## src/rtl/pll_seq_pkg.sv

```systemverilog
package pll_seq_pkg;

    typedef enum logic [1:0] {
        ST_IDLE      = 2'd0,
        ST_PRECHARGE = 2'd1,
        ST_BOOST     = 2'd2,
        ST_TRACK     = 2'd3
    } seq_state_t;

    // round(window_us * clk_hz / 1e6), done in 64-bit to avoid overflow
    function automatic longint unsigned window_cycles(longint unsigned clk_hz,
                                                      longint unsigned win_us);
        return (clk_hz * win_us + 64'd500000) / 64'd1000000;
    endfunction

endpackage

```

## src/rtl/seq_window_timer.sv

```systemverilog
module seq_window_timer #(
    parameter longint unsigned TC = 64'd3750000
) (
    input  logic clk_i,
    input  logic rst_i,
    input  logic start_i,
    input  logic run_i,
    output logic last_o
);
    localparam int CNT_W = (TC < 2) ? 1 : $clog2(TC);
    localparam logic [CNT_W-1:0] CNT_LAST = CNT_W'(TC - 64'd1);

    logic [CNT_W-1:0] cnt_q;

    always_ff @(posedge clk_i) begin
        if (rst_i) begin
            cnt_q <= '0;
        end else if (start_i) begin
            cnt_q <= '0;
        end else if (run_i) begin
            cnt_q <= cnt_q + 1'b1;
        end else begin
            cnt_q <= '0;
        end
    end

    assign last_o = run_i && (cnt_q == CNT_LAST);

endmodule

```

## src/rtl/seq_mod_fsm.sv

```systemverilog
module seq_mod_fsm
    import pll_seq_pkg::*;
(
    input  logic       clk_i,
    input  logic       rst_i,
    input  logic       mod_en_i,
    input  logic       rx_en_i,
    input  logic       force_i,
    input  logic       win_last_i,
    output logic       win_start_o,
    output logic       win_run_o,
    output logic       precharge_o,
    output logic       boost_o
);
    seq_state_t state_q, state_nxt;
    logic       mod_en_q;

    assign win_start_o = mod_en_i && !mod_en_q;
    assign win_run_o   = (state_q == ST_BOOST);

    // next-state selection
    always_comb begin
        state_nxt = state_q;
        if (!mod_en_i) begin
            // T_MOD_DROP, T_RX_ON, T_RX_OFF
            state_nxt = rx_en_i ? ST_PRECHARGE : ST_IDLE;
        end else if (win_start_o) begin
            // T_MOD_RISE
            state_nxt = ST_BOOST;
        end else begin
            unique case (state_q)
                ST_BOOST:     state_nxt = win_last_i ? ST_TRACK : ST_BOOST; // T_EXPIRE
                ST_TRACK:     state_nxt = ST_TRACK;
                ST_IDLE:      state_nxt = ST_TRACK;
                ST_PRECHARGE: state_nxt = ST_TRACK;
                default:      state_nxt = ST_IDLE;
            endcase
        end
    end

    // state register
    always_ff @(posedge clk_i) begin
        if (rst_i) begin
            state_q  <= ST_IDLE;
            mod_en_q <= 1'b0;
        end else begin
            state_q  <= state_nxt;
            mod_en_q <= mod_en_i;
        end
    end

    // registered outputs decoded from the next state
    always_ff @(posedge clk_i) begin
        if (rst_i) begin
            precharge_o <= 1'b0;
            boost_o     <= 1'b0;
        end else begin
            precharge_o <= (state_nxt == ST_PRECHARGE) && !force_i;
            boost_o     <= (state_nxt == ST_BOOST) || force_i;
        end
    end

endmodule

```

## src/rtl/seq_lo_ctrl.sv

```systemverilog
module seq_lo_ctrl (
    input  logic clk_i,
    input  logic rst_i,
    input  logic force_i,
    output logic boost_o
);
    always_ff @(posedge clk_i) begin
        if (rst_i) boost_o <= 1'b0;
        else       boost_o <= force_i;
    end
endmodule

```

## src/rtl/pll_speedup_seq.sv

```systemverilog
module pll_speedup_seq
    import pll_seq_pkg::*;
#(
    parameter longint unsigned CLK_HZ    = 64'd125000000,
    parameter longint unsigned WINDOW_US = 64'd30000
) (
    input  logic clk_i,
    input  logic rst_i,
    input  logic mod_osc_en_i,
    input  logic rx_osc_en_i,
    input  logic mod_force_i,
    input  logic lo_force_i,
    output logic precharge_o,
    output logic mod_boost_o,
    output logic lo_boost_o
);
    localparam longint unsigned TC_RAW = window_cycles(CLK_HZ, WINDOW_US);
    localparam longint unsigned TC     = (TC_RAW < 2) ? 64'd2 : TC_RAW;

    logic win_start, win_run, win_last;

    seq_mod_fsm u_fsm (
        .clk_i       (clk_i),
        .rst_i       (rst_i),
        .mod_en_i    (mod_osc_en_i),
        .rx_en_i     (rx_osc_en_i),
        .force_i     (mod_force_i),
        .win_last_i  (win_last),
        .win_start_o (win_start),
        .win_run_o   (win_run),
        .precharge_o (precharge_o),
        .boost_o     (mod_boost_o)
    );

    seq_window_timer #(.TC(TC)) u_timer (
        .clk_i   (clk_i),
        .rst_i   (rst_i),
        .start_i (win_start),
        .run_i   (win_run),
        .last_o  (win_last)
    );

    seq_lo_ctrl u_lo (
        .clk_i   (clk_i),
        .rst_i   (rst_i),
        .force_i (lo_force_i),
        .boost_o (lo_boost_o)
    );

endmodule

```

## config.mk

```make
export PLATFORM = sky130hd
export DESIGN_NAME = pll_speedup_seq
export DESIGN_NICKNAME = d
export VERILOG_FILES = /design/src/rtl/pll_seq_pkg.sv /design/src/rtl/seq_window_timer.sv /design/src/rtl/seq_mod_fsm.sv /design/src/rtl/seq_lo_ctrl.sv /design/src/rtl/pll_speedup_seq.sv
export SDC_FILE = /design/constraint.sdc
export NUM_CORES = 1
export LEC_CHECK = 0
export BUFFER_PORTS_ARGS = -buffer_cell sky130_fd_sc_hd__buf_4
export CAP_MARGIN = 20
export CORE_MARGIN = 1
export CORE_UTILIZATION = 60
export DETAILED_ROUTE_END_ITERATION = 10
export PLACE_DENSITY = 0.8
export SLEW_MARGIN = 20
export SYNTH_ARGS = -nofsm -noshare
export SYNTH_HDL_FRONTEND = slang
export SYNTH_SLANG_ARGS = --single-unit
```

## constraint.sdc

```tcl
create_clock -name clk_i -period 5.7 [get_ports clk_i]
set_clock_uncertainty 0.15 [all_clocks]
set_input_delay 1.425 -clock clk_i [delete_from_list [all_inputs] [get_ports clk_i]]
set_output_delay 1.425 -clock clk_i [all_outputs]
set_load 0.02 [all_outputs]
```

# [After elaboration in Yosys (flattened, before gate mapping)]
# Index checks and enable logic that the tools add are counted.
# Widths: inputs -> output; s select.
[classes] addsub=1 n_eq_ne=6 muxes=5 n_bitwise=1 n_reduce_logical=9
[op_table] operator="$add 22x1->22 const B" count=1
[op_table] operator="$eq 22x22->1 const B" count=1
[op_table] operator="$eq 2x2->1 const B" count=3
[op_table] operator="$reduce_or 3->1" count=2
[op_table] operator="$eq 2x1->1 const B" count=2
[op_table] operator="$mux 2" count=2
[op_table] operator="$pmux 2 s2" count=1
[op_table] operator="$logic_and 1x1->1" count=3
[op_table] operator="$logic_not 1->1" count=2
[op_table] operator="$logic_not 2->1" count=1
[op_table] operator="$mux 1" count=2
[op_table] operator="$logic_or 1x1->1" count=1
[op_table] operator="$not 1->1" count=1
[totals] ff_bits=28 input_bits=6 out_inout_bits=3 word_cells=28

# [Depth between registers and ports, before layout]
[logic_depth] word_depth=8 depth_mapped=6 mapped_depth_nobuf=5

# [Cells and area by module]
# A second synthesis with hierarchy kept.
[hier_totals] cells_unflattened=130 hier_area_um2=1218.7
[modules_own_cells] mod="seq_window_timer" n_inst=1 cells_per_inst=114 area_each_um2=1042.2
[modules_own_cells] mod="seq_mod_fsm" n_inst=1 cells_per_inst=14 area_each_um2=142.6
[modules_own_cells] mod="seq_lo_ctrl" n_inst=1 cells_per_inst=2 area_each_um2=33.8

# [Worst setup path after synthesis]
# Ideal clock, no wire load.
[synth_path] kind="input to register" startpoint="input mod_osc_en_i" endpoint="register u_fsm.state_q[0]" setup_time_ns=0.074 t_arrival_ns=1.985 t_required_ns=5.476 path_slack_ns=3.491 path_stages=3 path_buffers=0 path_cell_list="nand2_1 > or4_1 > a31oi_1"
[synth_between] elab_chain_cells=3
[synth_lines] element="start, declared" line_no="pll_speedup_seq.sv:9" text="input logic mod_osc_en_i,"
[synth_lines] element="$logic_and 1x1->1" line_no="seq_mod_fsm.sv:18" text="assign win_start_o = mod_en_i && !mod_en_q;"
[synth_lines] element="$mux 2" line_no="seq_mod_fsm.sv:27" text="end else if (win_start_o) begin"
[synth_lines] element="$mux 2 *" line_no="seq_mod_fsm.sv:24" text="if (!mod_en_i) begin"
[synth_lines] element="end signal, assigned" line_no="seq_mod_fsm.sv:47" text="state_q <= state_nxt;"
[synth_lines] element="end, declared" line_no="seq_mod_fsm.sv:15" text="seq_state_t state_q, state_nxt;"
# Mark *: on every way between the ends. The rest lies on a longest branch, timed or not.
# A chain may end at the register's enable or synchronous reset.

# [Worst setup path after layout]
[layout_path] startpoint="register u_fsm.precharge_o" endpoint="output precharge_o"
[layout_rtl] element="start, declared" line_no="seq_mod_fsm.sv:12" text="output logic precharge_o,"
[layout_rtl] element="start signal, assigned" line_no="seq_mod_fsm.sv:58" text="precharge_o <= (state_nxt == ST_PRECHARGE) && !force_i;"
[layout_rtl] element="end, declared" line_no="pll_speedup_seq.sv:13" text="output logic precharge_o,"
# No word-level cell between the ends.

==> out/results.txt <==
H-tree depth: 1
Status: completed
Starting density of the core: 0.661
Area leader, netlist: dfxtp_1
Vias per cell: 5.81
# port buffers: 8
Syn-to-layout area delta: 8.40%
Worst slew pin tran: 0.667 ns
Slew Viols, Final: 0
Sw Share: 0.216
Post-synth top area share: 0.454
DR vias: 982
Initial antenna violation count: 0
Sink Count: 27
DRT Wirelength: 2110 um
Synth Instances: 136
Dpl cells: 165
Critical Path Sink Type: output pin
Io pins: 9
RSZ-0062 raised after global routing: no
Worst setup SP type: flop
Crit path buf inv count: 1
Post-Layout Cell Count: 169
Internal power: 0.224 mW
Root Buffer: clkbuf_4
CP max stage cell: dfxtp_1
WHS Path Cells: 2
Final Util: 0.717
Crit path depth: 1
Synthesized area per cell: 8.76 um2
Routed Antenna Nets: 0
Layout cell share with drive strength beyond 1: 0.118
Top cells by area, synth: dfxtp_1 (45%), nor2_1 (5.4%), xnor2_1 (5.1%)
Leakage power: 0.413 nW
DP HPWL: 1590 um
Worst Hold Class: reg -> reg
Worst slew margin: 0.554
Initial DRC Count: 6
Area of the core: 1800 um2
Setup bufs post-CTS: 0
Sequential Power Share: 0.673
Tot GR Track Use: 0.228
Final Hold Viols: 0
Max IR drop VDD: 0.197 mV
Vias in the first global route: 870
Full die area: 2170 um2
Share of total power in the clock network: 0.285
Ys Warns: 0
Rows: 15
Switching pwr: 0.0618 mW
Cts repair resizes: 0
CTS tree: yes
Hold Crit Start: u_timer.cnt_q[21]
Syn Nets: 143
CP top delay family: flip-flops
Hold_buf cts: 0
CP Launch Point: u_fsm.precharge_o
TritonRoute pass-1 iters: 4
Crit-path max FO: 1
Die X: 46.6 um
Largest net degree at the start of global routing: 22
Total power: 0.286 mW
Worst-Skew Late Latency: 0.33 ns
Post-Synthesis Cell Area: 1190 um2
GRT overflow: 0
CP arrival: 0.79 ns
Clock Pin Slew Worst Setup and Hold Paths: 0.14 ns
R2R depth: 4
DRC Markers: 0
First-pass GRT wire length: 3440 um
Flop and latch count out of synthesis: 27
Ratio of final minimum period to clock period: 0.415
RR Startpoint: u_timer.cnt_q[2]
Avg WL per Cell: 12.5 um
TritonCTS buffer count: 3
Achievable Freq: 422 MHz
Max-Cap Viols: 0
Power per Cell Area: 221 nW/um2
Setup TNS: 0 ns
Final GP Congestion: 0.809
Reg2Reg Setup Slack: 3.46 ns
Final setup fails: 0
Crit Path Class: reg -> out
Crit path cell chain: buf_4
Tmin final: 2.37 ns
Bufs on Longest Clock Path: 2
Critical Path Max Stage Delay: 0.32 ns
Cell variety after synth: 31
Comb pwr share: 0.042
Final nets: 152
Die Y: 46.6 um
Most frequent cells in the layout: dfxtp_1 (27), nor2_1 (17), nand2_1 (8), nand3_1 (8), buf_4 (8)
# diodes: 0
Seq/Total Area, Yosys: 0.454
Most common library cell in the layout ignoring fill and taps: dfxtp_1
Required @ worst endpoint: 4.12 ns
-- routing by layer --
layer	vias to the layer above	global-route usage	wire, um
met5	-	0	0
met4	0	0.124	45
met3	5	0.0471	52
met2	16	0.381	1010
met1	459	0.269	1010
li1	502	-	-
-- final timing paths --
kind,endpoint
setup / recovery,precharge_o
hold / removal,u_timer.cnt_q[21]
setup reg to reg,u_timer.cnt_q[21]
hold reg to reg,u_timer.cnt_q[21]
-- power groups by stage --
stage	Combinational [mW]	Sequential, mW	Clock, mW
after global routing	0.0134	0.193	0.0894
after CTS	0.0121	0.192	0.0818
after global placement	0.0119	0.197	0
after floorplan	0.00449	0.198	0
after detailed placement	0.0120	0.197	0
final	0.0120	0.192	0.0814
-- area by class of cell --
type                    instances  area [um2]
multi-input cells             100         614
flip-flops and latches         27         541
well taps                      25        31.3
fillers                       152         510
clock buffers                   4        26.3
inverters                       5        18.8
repair buffers                  8        60.1
-- logic make-up after synthesis --
group	synth area share
XOR/XNOR	0.0956
AND/OR/NAND/NOR	0.328
AO/OA/AOI/OAI	0.0819
buffers and inverters	0.0305
flip-flops	0.454
adder cells (fa/ha/maj)	0.0105
-- registers in the layout, summed over array words and instances (netlist names) --
| name | count |
|---|---|
| u_timer.cnt_q | 22 |
| u_fsm.boost_o | 1 |
| u_fsm.mod_en_q | 1 |
| u_fsm.precharge_o | 1 |
| u_fsm.state_q | 1 |
| u_lo.boost_o | 1 |
-- cells in the mapped netlist (all sizes together) --
master	n
inv	5
o21ai	5
or3	5
xor2	6
a21oi	7
nand3	9
nor2b	1
ha	1
and4	4
clkbuf	2
or2	1
nor4b	1
nand2b	2
nor4	5
nor3	3
dfxtp	27
buf	2
xnor2	7
or4	4
nand4	6
nand2	9
nor2	17
a31oi	1
o221ai	1
o31ai	3
and2	2
-- through the flow --
stage          hold WS [ns]  worst slack, ns  area [um2]
3_3_place_gp          0.314             3.17        1260
3_5_place_dp          0.349             3.07        1260
6_report              0.366             3.33        1290
5_1_grt               0.394             3.28        1290
2_1_floorplan         0.302             3.49        1190
4_1_cts               0.370             3.33        1290
Note: power is estimated with default switching activity, not from simulation.
